$ cat config.mk
export PLATFORM = sky130hd
export DESIGN_NAME = rx_oversample_uart
export DESIGN_NICKNAME = d
export VERILOG_FILES = /design/src/rtl/rx_oversample_uart.sv
export SDC_FILE = /design/constraint.sdc
export NUM_CORES = 1
export LEC_CHECK = 0
export CAP_MARGIN = 0
export CORE_ASPECT_RATIO = 1.4
export CORE_MARGIN = 4
export CORE_UTILIZATION = 35
export DETAILED_ROUTE_END_ITERATION = 12
export GPL_TIMING_DRIVEN = 0
export PLACE_DENSITY_LB_ADDON = 0.05
export SYNTH_ARGS = -nofsm -noshare
export SYNTH_HDL_FRONTEND = slang
export SYNTH_SLANG_ARGS = --single-unit
$ cat constraint.sdc
create_clock -name clk -period 1.9 [get_ports clk]
set_input_delay 0.57 -clock clk [delete_from_list [all_inputs] [get_ports clk]]
set_output_delay 0.57 -clock clk [all_outputs]
set_load 0.01 [all_outputs]
$ cat src/rtl/rx_oversample_uart.sv
module rx_oversample_uart #(
  parameter int OVS      = 16,
  parameter int VOTE_MID = 8
) (
  input  logic       clk,
  input  logic       rst_n,
  input  logic       samp_en,
  input  logic       rxd,
  input  logic       rx_enable,
  input  logic       multi_proc,
  input  logic       nine_bit,
  input  logic       frame_chk_en,
  input  logic       accept,
  input  logic       clr_ri,
  input  logic       clr_fe,
  output logic [7:0] rx_byte,
  output logic       rx_bit9,
  output logic       rx_ready,
  output logic       frame_err
);
  localparam int PW = $clog2(OVS);
  localparam logic [PW-1:0] SLOT_A = PW'(VOTE_MID - 1);
  localparam logic [PW-1:0] SLOT_B = PW'(VOTE_MID);
  localparam logic [PW-1:0] SLOT_C = PW'(VOTE_MID + 1);

  logic          busy, prev_s, s_a, s_b;
  logic [PW-1:0] phase;
  logic [3:0]    bitn;
  logic [8:0]    shreg;

  wire vote      = (s_a & s_b) | (s_a & rxd) | (s_b & rxd);
  wire decide    = busy && samp_en && (phase == SLOT_C);
  wire at_start  = (bitn == 4'd0);
  wire at_stop   = (bitn == (nine_bit ? 4'd10 : 4'd9));
  wire at_ninth  = nine_bit && (bitn == 4'd9);
  wire finish    = decide && (at_stop || (at_ninth && !frame_chk_en));
  wire mp_block  = at_stop && !nine_bit && multi_proc && !vote;
  wire deliver   = finish && !rx_ready && rx_enable && accept && !mp_block;
  wire bad_stop  = decide && at_stop && frame_chk_en && !vote;
  wire late      = nine_bit && at_stop;
  wire [7:0] new_byte = late ? shreg[7:0] : shreg[8:1];
  wire       new_b9   = late ? shreg[8]   : vote;

  always_ff @(posedge clk) begin
    if (!rst_n) begin
      busy   <= 1'b0;
      prev_s <= 1'b1;
      s_a    <= 1'b1;
      s_b    <= 1'b1;
      phase  <= '0;
      bitn   <= 4'd0;
      shreg  <= 9'h1FF;
    end else begin
      if (samp_en) prev_s <= rxd;
      if (!busy) begin
        if (samp_en && rx_enable && prev_s && !rxd) begin
          busy  <= 1'b1;
          phase <= PW'(1);
          bitn  <= 4'd0;
          shreg <= 9'h1FF;
        end
      end else if (samp_en) begin
        phase <= phase + 1'b1;
        if (phase == SLOT_A) s_a <= rxd;
        if (phase == SLOT_B) s_b <= rxd;
        if (decide) begin
          if (at_start) begin
            if (vote) busy <= 1'b0;
            else      bitn <= 4'd1;
          end else if (finish) begin
            busy <= 1'b0;
          end else begin
            shreg <= {vote, shreg[8:1]};
            bitn  <= bitn + 4'd1;
          end
        end
      end
    end
  end

  always_ff @(posedge clk) begin
    if (!rst_n) begin
      rx_byte   <= 8'h00;
      rx_bit9   <= 1'b0;
      rx_ready  <= 1'b0;
      frame_err <= 1'b0;
    end else begin
      if (clr_ri) rx_ready <= 1'b0;
      if (deliver) begin
        rx_ready <= 1'b1;
        rx_byte  <= new_byte;
        rx_bit9  <= new_b9;
      end
      if (clr_fe)   frame_err <= 1'b0;
      if (bad_stop) frame_err <= 1'b1;
    end
  end
endmodule

==> metrics.yaml <==
synthesis:
  synth_top_area_share_pct: 37.5
  synth-main-ff-cell: "dfxtp_1"
  synth_top_area_cell: "dfxtp_1"
  synth_nets: 204
  yosys_warnings: 0
  synth_cell_types: 46
  async_reset_ff_share_pct: 0
  yosysMostFrequentCell: "dfxtp_1"
  netlist_instances: 187
  synth_area_leaders: "dfxtp_1 38%, mux2i_1 6.5%, mux2_2 5.9%, a21oi_1 5.3%, nor4b_1 5.1%"
  ys_seq_area_share_pct: 37.5
  synth_edf_count: 0
  synth_area_um2: 1710
  yosys-top-cells-count: "32 x dfxtp_1, 18 x a21oi_1, 14 x nand2_1, 14 x nor2_1"
  synth_seq_cells: 32
  avgSynthCellArea_um2: 9.13
global_routing:
  grt_pass1_wl_um: 7080
  grt-ovfl-total: 0
  track_usage_pct: 15.2
  grt_pass1_vias: 1510
  grt_antenna_before_repair: 0
  grt_max_degree: 11
flow_run:
  maxCapViolations: 0
run_status:
  violations: "setup timing"
  status: "complete, but fails checks"
critical_path:
  crit_family: "simple AND/OR/NAND/NOR gates"
  cp-end-kind: "register"
  cpPeakStageDelay_ns: 0.53
  crit_required_ns: 2.06
  r2r-start: "phase[2]"
  r2r_setup_slack_ns: -0.09
  crit_fanout: 5
  slowest_stage: "or4_4"
  endpoint: "rx_bit9"
  r2r-end: "rx_bit9"
  cp_num_buf_inv: 2
  crit_type: "in -> reg"
  worstPathCellList: "clkdlybuf4s15_2 -> nand2_1 -> or4_4 -> nor4_4 -> buf_6 -> mux2i_1 -> nor2_1"
  start_kind: "input pin"
  cp_num_cells: 7
  r2r.worst_path.cells: 6
  worstPathArrival_ns: 2.15
  crit_path_start: "rx_enable"
placement:
  gp_congestion: 0.796
  io_buffers: 21
  dpl-instance-area_um2: 1990
  dpl.hpwl_um: 2940
floorplan:
  ios: 22
  die-area_um2: 6070
  die_w_um: 67.0
  die_y_um: 90.6
  rows: 29
  core_um2: 4610
  start_util_pct: 37.0
min_path:
  min_path_type: "reg -> reg"
cells_and_area:
  diodes: 0
  finalNetCount: 243
  drive_gt1_share_pct: 31.3
  syn_to_final_growth_pct: 37.7
  fill_cells: 466
  regArea_um2: 653
  multiInputGateArea_um2: 1110
  stdcell_area_um2: 2350
pwr:
  p_leak_nw: 0.769
  power_density_nw_per_um2: 566
  power_mw: 1.33
  vdd_drop_max_mv: 0.344
detailed_routing:
  vias_per_cell: 5.16
  ant_nets: 0
  drc: 0
  routed_wl_um: 4320
  num_vias: 1492
  post_drt_wl_per_cell_um: 14.9
  drt_iter0_drc: 64
  drt_first_pass_iters: 4
clock_tree:
  ctsHoldBuffers: 0
  cts_root_buf: "clkbuf_8"
  cts_buffers: 5
  clk_pin_slew_ns: 0.06
  clk_latency_ns: 0.28
  clockBufferDepth: 2
  cts_sinks: 32
  h-tree-depth: 2
  tritoncts: "built"
timing:
  rsz0062_at_grt: "true"
  clock_skew_ns: 0.00285
  setup_ws_ns: -0.0931
  fin_crit_sh_pct: 105
  slew_headroom_pct: 73.9
  finalMaxSlewViolations: 0
  setup_viol: 10
  fmax_ghz: 0.502
  whs_ns: 0.471
  tightest_slew_ns: 0.392
  hold_viol: 0
  finalCriticalPeriod_ns: 1.99
==> final cells by class <==
| type | count | area share, % |
|---|---|---|
| Multi-Input combinational cell | 137 | 47.4 |
| Sequential cell | 32 | 27.8 |
| Timing Repair Buffer | 32 | 13.1 |
| Clock buffer | 8 | 3.83 |
| Tap cell | 62 | 3.30 |
| Buffer | 9 | 3.14 |
| Inverter | 9 | 1.44 |
==> timing repair <==
item | in CTS | in global routing
endpoints found under the setup margin | 23 | 21
gates cloned | 1 | 0
setup buffers | 8 | 2
pin swaps | 7 | 3
resized for setup | 35 | 23
hold endpoints to repair | 0 | 0
==> per-stage QoR <==
stage               setup TNS, ns  util, %  cells  setup slack [ns]
floorplan                       0        -    187            0.0258
global placement           -15.53     43.3    270            -0.758
detailed placement         -15.91     43.3    270            -0.763
CTS                        -0.478     48.8    287           -0.0727
global route                -1.45     51.0    289            -0.169
finish                     -0.684     51.0    289           -0.0931
==> sequential cells by signal (all words and copies together) (netlist names) <==
| register | count |
|---|---|
| bitn | 4 |
| rx_byte | 8 |
| frame_err | 1 |
| rx_ready | 1 |
| s_a | 1 |
| prev_s | 1 |
| busy | 1 |
| phase | 4 |
| shreg | 9 |
| s_b | 1 |
| rx_bit9 | 1 |
==> worst min path at each step <==
stage | startpoint | endpoint | slack, ns | depth (start not counted)
final | frame_err | frame_err | 0.47 | 2
after CTS | frame_err | frame_err | 0.47 | 2
after detailed placement | frame_err | frame_err | 0.46 | 2
after floorplan | prev_s | prev_s | 0.44 | 2
after global routing | prev_s | prev_s | 0.51 | 2
after global placement | frame_err | frame_err | 0.46 | 2
==> worst register-to-register path, cell delays in order, from the launching register on <==
cell,delay (ns)
dfxtp_4,0.35
nand4b_1,0.19
or4_4,0.52
nor4_4,0.38
buf_6,0.19
mux2i_1,0.19
nor2_1,0.05
==> routing by layer <==
| metal | vias up | track usage, % | wire length, µm |
|---|---|---|---|
| met1 | 693 | 17.5 | 1830 |
| met2 | 39 | 26.0 | 2270 |
| met4 | 0 | 6.43 | 64 |
| met5 | - | 0 | 0 |
| met3 | 4 | 3.49 | 148 |
| li1 | 756 | - | - |
==> kinds of logic after synthesis <==
logic type	count (synthesis)	share of synthesized area [%]
adders and majority gates	7	5.06
muxes	20	12.4
and+or+nand+nor	65	22.7
DFF	32	37.5
buffers and inverters	18	5.57
AOI/OAI and AO/OA	45	16.7
==> layout by cell type (no fill, tap or decap), drive strengths merged, types with 2 or more instances in the layout <==
master,count
clkbuf,10
o31ai,2
nand2b,3
inv,8
nor3,2
o21a,2
buf,18
nand2,14
o21ai,14
clkdlybuf4s15,3
nand4,2
dfxtp,32
ha,6
nand4b,4
nand3,6
mux2i,11
or4,2
mux2,9
a21oi,18
nor4b,10
nor2,14
clkdlybuf4s50,16
==> power breakdown <==
part	total, mW	internal, mW	switching (mW)	leakage [nW]
combinational	0.112	0.0505	0.0616	0.462
clock	0.541	0.295	0.245	0.0455
sequential	0.677	0.673	0.00375	0.262
total	1.33	1.02	0.311	0.769
(Power assumes the default switching activity.)
